File: src/rtl/blk64_pkg.sv
package blk64_pkg;

    localparam int OCTETS  = 8;
    localparam int WORD_W  = OCTETS * 8;
    localparam int CNT_W   = 4;
    localparam int SEP_MAX = OCTETS - 2;

    localparam logic [1:0] SH_DATA  = 2'b01;
    localparam logic [1:0] SH_CTRL  = 2'b10;
    localparam logic [7:0] SEP_TYPE = 8'h1E;

    typedef struct packed {
        logic [1:0]        sync;
        logic [WORD_W-1:0] payload;
    } line_blk_t;

    typedef enum logic [1:0] {
        TAIL_SHORT = 2'd0,
        TAIL_SEVEN = 2'd1,
        TAIL_FULL  = 2'd2
    } tail_kind_e;

    // A count of zero or above the word size is taken as a full word.
    function automatic logic [CNT_W-1:0] norm_count(input logic [CNT_W-1:0] n);
        if (n == '0 || n > CNT_W'(OCTETS))
            return CNT_W'(OCTETS);
        return n;
    endfunction

    function automatic tail_kind_e classify(input logic [CNT_W-1:0] n);
        if (n <= CNT_W'(SEP_MAX))
            return TAIL_SHORT;
        if (n == CNT_W'(OCTETS - 1))
            return TAIL_SEVEN;
        return TAIL_FULL;
    endfunction

    function automatic line_blk_t mk_data(input logic [WORD_W-1:0] w);
        line_blk_t b;
        b.sync    = SH_DATA;
        b.payload = w;
        return b;
    endfunction

    function automatic line_blk_t mk_sep(input logic [WORD_W-1:0] w,
                                         input logic [CNT_W-1:0]  cnt);
        line_blk_t b;
        b.sync         = SH_CTRL;
        b.payload      = '0;
        b.payload[7:0] = SEP_TYPE;
        b.payload[15:8] = 8'(cnt);
        for (int k = 0; k < SEP_MAX; k++) begin
            if (CNT_W'(k) < cnt)
                b.payload[8*(k+2) +: 8] = w[8*k +: 8];
        end
        return b;
    endfunction

    function automatic line_blk_t mk_sep7(input logic [WORD_W-1:0] w,
                                          input logic [7:0]        typ);
        line_blk_t b;
        b.sync         = SH_CTRL;
        b.payload      = '0;
        b.payload[7:0] = typ;
        for (int k = 0; k < OCTETS - 1; k++)
            b.payload[8*(k+1) +: 8] = w[8*k +: 8];
        return b;
    endfunction

endpackage

File: src/rtl/blk64_frame_track.sv
module blk64_frame_track
    import blk64_pkg::*;
(
    input  logic clk,
    input  logic rst,
    input  logic take,
    input  logic sof,
    input  logic eof,
    output logic keep
);

    logic open_q;

    // A word belongs to a frame if one is open or the word opens one.
    assign keep = open_q || sof;

    always_ff @(posedge clk) begin
        if (rst) begin
            open_q <= 1'b0;
        end else if (take && keep) begin
            open_q <= !eof;
        end
    end

endmodule

File: src/rtl/blk64_former.sv
module blk64_former
    import blk64_pkg::*;
#(
    parameter logic [7:0] SEP7_TYPE = 8'hE1
)(
    input  logic [WORD_W-1:0] word,
    input  logic              eof,
    input  logic [CNT_W-1:0]  nbytes,
    output line_blk_t         blk,
    output logic              extra
);

    logic [CNT_W-1:0] cnt;
    tail_kind_e       kind;

    assign cnt  = norm_count(nbytes);
    assign kind = classify(cnt);

    always_comb begin
        blk   = mk_data(word);
        extra = 1'b0;
        if (eof) begin
            unique case (kind)
                TAIL_SHORT: blk = mk_sep(word, cnt);
                TAIL_SEVEN: blk = mk_sep7(word, SEP7_TYPE);
                default: begin
                    blk   = mk_data(word);
                    extra = 1'b1;
                end
            endcase
        end
    end

endmodule

File: src/rtl/blk64_out_stage.sv
module blk64_out_stage
    import blk64_pkg::*;
(
    input  logic      clk,
    input  logic      rst,
    input  logic      load,
    input  line_blk_t load_blk,
    input  logic      load_extra,
    input  logic      out_ready,
    output logic      out_valid,
    output line_blk_t out_blk,
    output logic      can_take
);

    logic      vld_q;
    logic      pend_q;
    line_blk_t blk_q;
    line_blk_t sep_zero;

    assign sep_zero  = mk_sep('0, '0);
    assign can_take  = !pend_q && (!vld_q || out_ready);
    assign out_valid = vld_q;
    assign out_blk   = blk_q;

    always_ff @(posedge clk) begin
        if (rst) begin
            vld_q  <= 1'b0;
            pend_q <= 1'b0;
            blk_q  <= '0;
        end else if (vld_q && out_ready && pend_q) begin
            blk_q  <= sep_zero;
            pend_q <= 1'b0;
        end else if (load) begin
            vld_q  <= 1'b1;
            blk_q  <= load_blk;
            pend_q <= load_extra;
        end else if (out_ready) begin
            vld_q  <= 1'b0;
        end
    end

endmodule

File: src/rtl/blk64_packer.sv
module blk64_packer
    import blk64_pkg::*;
#(
    parameter logic [7:0] SEP7_TYPE = 8'hE1
)(
    input  logic              clk,
    input  logic              rst,
    input  logic [WORD_W-1:0] in_data,
    input  logic              in_sof,
    input  logic              in_eof,
    input  logic [CNT_W-1:0]  in_nbytes,
    input  logic              in_valid,
    output logic              in_ready,
    output logic [1:0]        out_sync,
    output logic [WORD_W-1:0] out_payload,
    output logic              out_valid,
    input  logic              out_ready
);

    logic      take;
    logic      keep;
    logic      can_take;
    logic      extra;
    line_blk_t formed;
    line_blk_t held;

    assign in_ready = can_take;
    assign take     = in_valid && can_take;

    blk64_frame_track u_track (
        .clk  (clk),
        .rst  (rst),
        .take (take),
        .sof  (in_sof),
        .eof  (in_eof),
        .keep (keep)
    );

    blk64_former #(.SEP7_TYPE(SEP7_TYPE)) u_form (
        .word   (in_data),
        .eof    (in_eof),
        .nbytes (in_nbytes),
        .blk    (formed),
        .extra  (extra)
    );

    blk64_out_stage u_out (
        .clk        (clk),
        .rst        (rst),
        .load       (take && keep),
        .load_blk   (formed),
        .load_extra (extra),
        .out_ready  (out_ready),
        .out_valid  (out_valid),
        .out_blk    (held),
        .can_take   (can_take)
    );

    assign out_sync    = held.sync;
    assign out_payload = held.payload;

endmodule

File: config.mk
export PLATFORM = sky130hd
export DESIGN_NAME = blk64_packer
export DESIGN_NICKNAME = d
export VERILOG_FILES = /design/src/rtl/blk64_pkg.sv /design/src/rtl/blk64_frame_track.sv /design/src/rtl/blk64_former.sv /design/src/rtl/blk64_out_stage.sv /design/src/rtl/blk64_packer.sv
export SDC_FILE = /design/constraint.sdc
export NUM_CORES = 1
export LEC_CHECK = 0
export BUFFER_PORTS_ARGS = -buffer_cell sky130_fd_sc_hd__buf_2
export CAP_MARGIN = 20
export CORE_ASPECT_RATIO = 1.1
export CORE_MARGIN = 1.5
export CORE_UTILIZATION = 48
export DETAILED_ROUTE_END_ITERATION = 10
export GPL_TIMING_DRIVEN = 0
export PLACE_DENSITY = 0.8
export SLEW_MARGIN = 10
export SYNTH_ARGS = -nofsm -noshare
export SYNTH_HDL_FRONTEND = slang
export SYNTH_SLANG_ARGS = --single-unit
File: constraint.sdc
create_clock -name clk -period 1.7 [get_ports clk]
set_clock_uncertainty 0.05 [all_clocks]
set_input_delay 0.34 -clock clk [delete_from_list [all_inputs] [get_ports clk]]
set_output_delay 0.34 -clock clk [all_outputs]
set_load 0.01 [all_outputs]
# After elaboration in Yosys (flattened, before gate mapping)
# Index checks and enable logic that the tools add are counted.
# Widths: inputs -> output; s select.
[totals]
ff_bits = 69
in_bits = 74
out_inout_bits = 68
word_cells = 60
[op_classes]
magnitude_cmp = 8
eq_ne = 2
mux = 24
bitwise_logic = 1
reduce_logical = 18
[op_table]
columns = ["cell", "n"]
rows = [
  ["$mux 66", 3],
  ["$pmux 66 s2", 1],
  ["$mux 8", 6],
  ["$lt 1x4->1 const A", 2],
  ["$lt 2x4->1 const A", 2],
  ["$lt 3x4->1 const A", 2],
  ["$mux 1", 8],
  ["$mux 2", 4],
  ["$mux 4", 2],
  ["$logic_and 1x1->1", 5],
  ["$eq 4x3->1 const B", 1],
  ["$gt 4x4->1 const B", 1],
  ["$le 4x3->1 const B", 1],
  ["$logic_not 4->1", 1],
  ["$reduce_bool 2->1", 2],
  ["$reduce_or 2->1", 2],
  ["$logic_not 1->1", 3],
  ["$logic_or 1x1->1", 3],
  ["$eq 2x1->1 const B", 1],
  ["$logic_not 2->1", 1],
  ["$reduce_and 2->1", 1],
  ["$not 1->1", 1],
]

# Depth between registers and ports, before layout
[depth]
depth_word = 14
ltp_mapped = 7
ltp_nobuf = 4

# By module
# Synthesis repeated with hierarchy kept, for this count alone.
[hier_totals]
hier_cells = 399
hier_area_um2 = 3858.7
[modules_own_cells]
columns = ["mod", "instances", "cells_per_inst", "area_per_inst_um2", "seq_area_each_um2"]
rows = [
  ["blk64_out_stage", 1, 224, 2496.1, 1361.3],
  ["blk64_former", 1, 169, 1311.3, 0.0],
  ["blk64_frame_track", 1, 4, 38.8, 20.0],
  ["blk64_packer", 1, 2, 12.5, 0.0],
]

# Worst setup path before layout
# Ideal clock, no wire load.
[synth_path]
path_kind = "input-to-reg"
startpoint = "in in_nbytes[2]"
endpoint = "reg u_out.blk_q (netlist bit u_out.out_blk[12])"
setup_ns = 0.123
t_arrival_ns = 1.390
required_ns = 1.527
slack_ns = 0.137
path_stages = 7
n_path_buf = 3
cell_sequence = "buf_4 nor3_4 or2_1 buf_4 buf_4 a221oi_1 nor2_1"
[synth_between]
elab_chain_cells = 12
word_cells_on_any_way = 17
classes_between = "order compare (2); eq/ne (2); mux (10); reduce/logical (3)"
[synth_rtl]
columns = ["item", "line_no", "text"]
rows = [
  ["from (decl)", "blk64_packer.sv:11", "input logic [CNT_W-1:0] in_nbytes,"],
  ["$gt 4x4->1 or $logic_not 4->1 (tied branches)", "blk64_pkg.sv:25", "if (n == '0 || n > CNT_W'(OCTETS))"],
  ["$logic_or 1x1->1", "blk64_pkg.sv:25", ""],
  ["$mux 1", "blk64_pkg.sv:25", ""],
  ["$mux 4 *", "blk64_pkg.sv:27", "return n;"],
  ["$eq 4x3->1", "blk64_pkg.sv:33", "if (n == CNT_W'(OCTETS - 1))"],
  ["$mux 1 (2 in a row)", "blk64_pkg.sv:33", ""],
  ["$mux 2", "blk64_pkg.sv:35", "return TAIL_FULL;"],
  ["$mux 2 *", "blk64_pkg.sv:33", ""],
  ["$eq 2x1->1 or $logic_not 2->1 (tied branches)", "blk64_former.sv:23", "unique case (kind)"],
  ["$pmux 66 s2 *", "blk64_former.sv:23", ""],
  ["$mux 66 *", "blk64_former.sv:22", "if (eof) begin"],
  ["to (signal assigned)", "blk64_out_stage.sv:31", "blk_q <= sep_zero;"],
  ["to (signal assigned)", "blk64_out_stage.sv:35", "blk_q <= load_blk;"],
  ["to (decl)", "blk64_out_stage.sv:17", "line_blk_t blk_q;"],
]
# Every way passes the cells marked *; elsewhere a longest branch is shown, timed or not. The select of a mux whose other input is x is not followed.
# A chain may end at the register's enable or synchronous reset.

# Worst setup path in the final report
[layout_path]
startpoint = "reg u_out.pend_q"
endpoint = "reg u_out.blk_q (netlist bit u_out.out_blk[4])"
[layout_between]
elab_chain_cells = 5
word_cells_on_any_way = 7
classes_between = "mux (1); reduce/logical (6)"
[layout_rtl]
columns = ["item", "line_no", "text"]
rows = [
  ["from (decl)", "blk64_out_stage.sv:16", "logic pend_q;"],
  ["from (signal assigned)", "blk64_out_stage.sv:36", "pend_q <= load_extra;"],
  ["$logic_not 1->1", "blk64_out_stage.sv:21", "assign can_take = !pend_q && (!vld_q || out_ready);"],
  ["$logic_and 1x1->1", "blk64_out_stage.sv:21", ""],
  ["$logic_and 1x1->1", "blk64_packer.sv:28", "assign take = in_valid && can_take;"],
  ["$logic_and 1x1->1", "blk64_packer.sv:50", ".load (take && keep),"],
  ["$reduce_bool 2->1 (no source line)", "-", ""],
]
# Parallel ways exist; a longest one is shown, timed or not.

==> impl_metrics.toml <==
[setup_path]
start_kind = "register"
worst_path_largest_cell_delay_ns = 0.38
path_cells = "nor2b_4, nand3_4, buf_6, buf_2, a211oi_1, nor3_1"
slowest_stage = "dfxtp_2"
criticalPathCategory = "register to register"
r2r_setup_slack_ns = 0.05
crit_arrival_ns = 1.81
endpoint_kind = "register"
cp_max_fo = 10
critical_path_required_ns = 1.87

[floorplan]
boundaryPins = 142
coreArea_um2 = 6710
start_util = 0.504
dieArea_um2 = 7550
die_w_um = 83.0
rows = 31
die_h_um = 91.0

[place]
gp_congestion = 0.943
place_ws_ns = -0.376
port_buffers = 137
hpwlAfterDp_um = 8460
placed_area_um2 = 4170

[layout]
nFillCells = 566
fin_nets = 575
areaGrowthSynthToFinish_pct = 34.0
diodes = 0
postLayoutCellArea_um2 = 4530
drive_gt1_frac = 0.419

[grt]
antenna_found_initial = 0
grt.overflow.total = 0
globalRouteMet1Util = 0.386
grt-busiest-layer = "met2"
grt_max_degree = 14
met2_usage = 0.461
grtUsageMet3 = 0.0618
grt_first_pass_wirelength_um = 17800
first_global_vias = 3479
grt_use_total = 0.291

[pwr]
p_leak_nw = 1.90
power_density_nw_per_um2 = 966
ir_drop_uv = 648

[synth]
synth_edf_count = 0
ys_seq_area_frac = 0.409
syn_avg_cell_area_um2 = 9.60
synth.largest_area_cell = "dfxtp_1"
ys_types = 35
yosys-top-cells-area = "dfxtp_1, a221oi_1, o2bb2ai_1, o21ai_0, nor4_4"
netlist_top_cells_count = "dfxtp_1, o21ai_0, a221oi_1"
yosys_warnings = 0
syn-cell-area_um2 = 3380
synth_cells = 352
syn_nets = 426
yosysMostFrequentCell = "dfxtp_1"
synth_ff_type = "dfxtp_1"
synth_seq_cells = 69
async_flop_share = 0
synth_top_area_frac = 0.409

[timing]
min_period_over_period = 0.968
max_slew_margin = 0.575
hold_viol = 0
hold_slack_ns = 0.159
period_minus_slack_ns = 1.65
setup_slack_ns = 0.0544
slew_violations = 0
rsz0062_at_grt = "no"
tightest_slew_ns = 0.638
setup_viol = 0
clock.fmax_mhz = 608

[clock_network]
htreeDepth = 3
ctsHoldBuffers = 0
cts_tree = "yes"
cts_buffer_depth = 2
insertion_delay_ns = 0.34
numCtsBuffers = 9
clock-sinks = 69
cts_root_buf = "clkbuf_8"
clk_pin_slew_ns = 0.07

[routing]
final_antenna_net_count = 0
drt_iter0_markers = 320
viasPerCell = 6.26
wl_per_cell_um = 18.9
remaining_drc_errors = 0
wirelength_um = 11100
dr.pass1.iters = 5
num_vias = 3682

[hold_path]
min_path_type = "primary input to register"

[run_status]
status = "finished clean"

[run]
maxCapViolCount = 0
## where the power goes
part           total, W  internal, W  switching (W)
Sequential      0.00185      0.00177      0.0000796
Clock           0.00163     0.000981       0.000653
Combinational  0.000892     0.000361       0.000531
Total           0.00437      0.00311        0.00126
## registers in the layout (all words and copies together) (netlist names)
register	flops
u_track.open_q	1
u_out.pend_q	1
u_out.out_blk	66
u_out.out_valid	1
## critical path: cells and delay by family (launching register included)
| family | cells | cell delay [ns] |
|---|---|---|
| AOI/OAI and AO/OA | 1 | 0.29 |
| buffers and inverters | 2 | 0.38 |
| DFF | 1 | 0.38 |
| and+or+nand+nor | 3 | 0.40 |
## kinds of logic (layout without fill, tap and decap cells)
family,after synthesis,count (layout),share of synthesized area
compound gates,199,199,0.418
flops,69,69,0.409
buf+inv,44,198,0.0763
simple gates,38,38,0.0914
xor+xnor,2,2,0.00518
## worst paths after layout
check                                                     from  cells past startpoint                        endpoint
worst max-delay path                 u_out.pend_q$_SDFFE_PP0P_                      6   u_out.out_blk[4]$_SDFFE_PP0P_
worst min-delay path                                  in_valid                      2     u_track.open_q$_SDFFE_PP0P_
worst max register to register       u_out.pend_q$_SDFFE_PP0P_                      6   u_out.out_blk[4]$_SDFFE_PP0P_
worst min register to register  u_out.out_blk[12]$_SDFFE_PP0P_                      2  u_out.out_blk[12]$_SDFFE_PP0P_
## layer usage
| layer | vias to the layer above | wire length [um] |
|---|---|---|
| li1 | 1722 | - |
| met1 | 1728 | 4660 |
| met2 | 203 | 5130 |
| met3 | 29 | 988 |
| met4 | 0 | 323 |
| met5 | - | 0 |
## placed cells by master, fill, tap and decap left out, types with 2 or more instances in the layout
cell type,n
bufinv_16,3
buf_6,7
nor4_4,5
inv_1,3
and3_1,2
a221oi_2,11
dfxtp_1,67
clkbuf_1,8
o2bb2ai_1,49
nor2_1,8
nand2b_1,2
buf_2,148
nor3_1,4
nand3_1,2
a221oi_1,43
clkinvlp_4,2
xor2_1,2
a31oi_1,3
a21oi_1,19
a211oi_1,4
o21ai_1,10
buf_4,9
clkbuf_2,5
o21ai_0,54
nand2_1,6
clkbuf_8,9
## per-stage QoR
stage               setup TNS [ns]  power, W  instances  utilization
finish                           0   0.00437        588        0.675
global route                     0   0.00454        588        0.675
CTS                              0   0.00436        588        0.664
detailed placement          -17.04   0.00273        571        0.621
global placement            -14.49   0.00271        571        0.621
floorplan                        0   0.00234        352            -
## layout make-up
class,instances,area [um^2],share of cell area
well taps,82,103,0.0227
inverters,3,11.3,0.00249
plain buffers,41,260,0.0575
clock buffers,9,124,0.0274
flip-flops and latches,69,1390,0.306
multi-input cells,239,1830,0.404
repair buffers,138,693,0.153
clock inverters,7,123,0.0271
## repair_timing
action	CTS	global route
endpoints found under the setup margin	60	55
gates resized for setup	10	24
buffers inserted	1	0
pin swaps	1	1
cloned	0	0
Power figures use the tool's default switching activity.
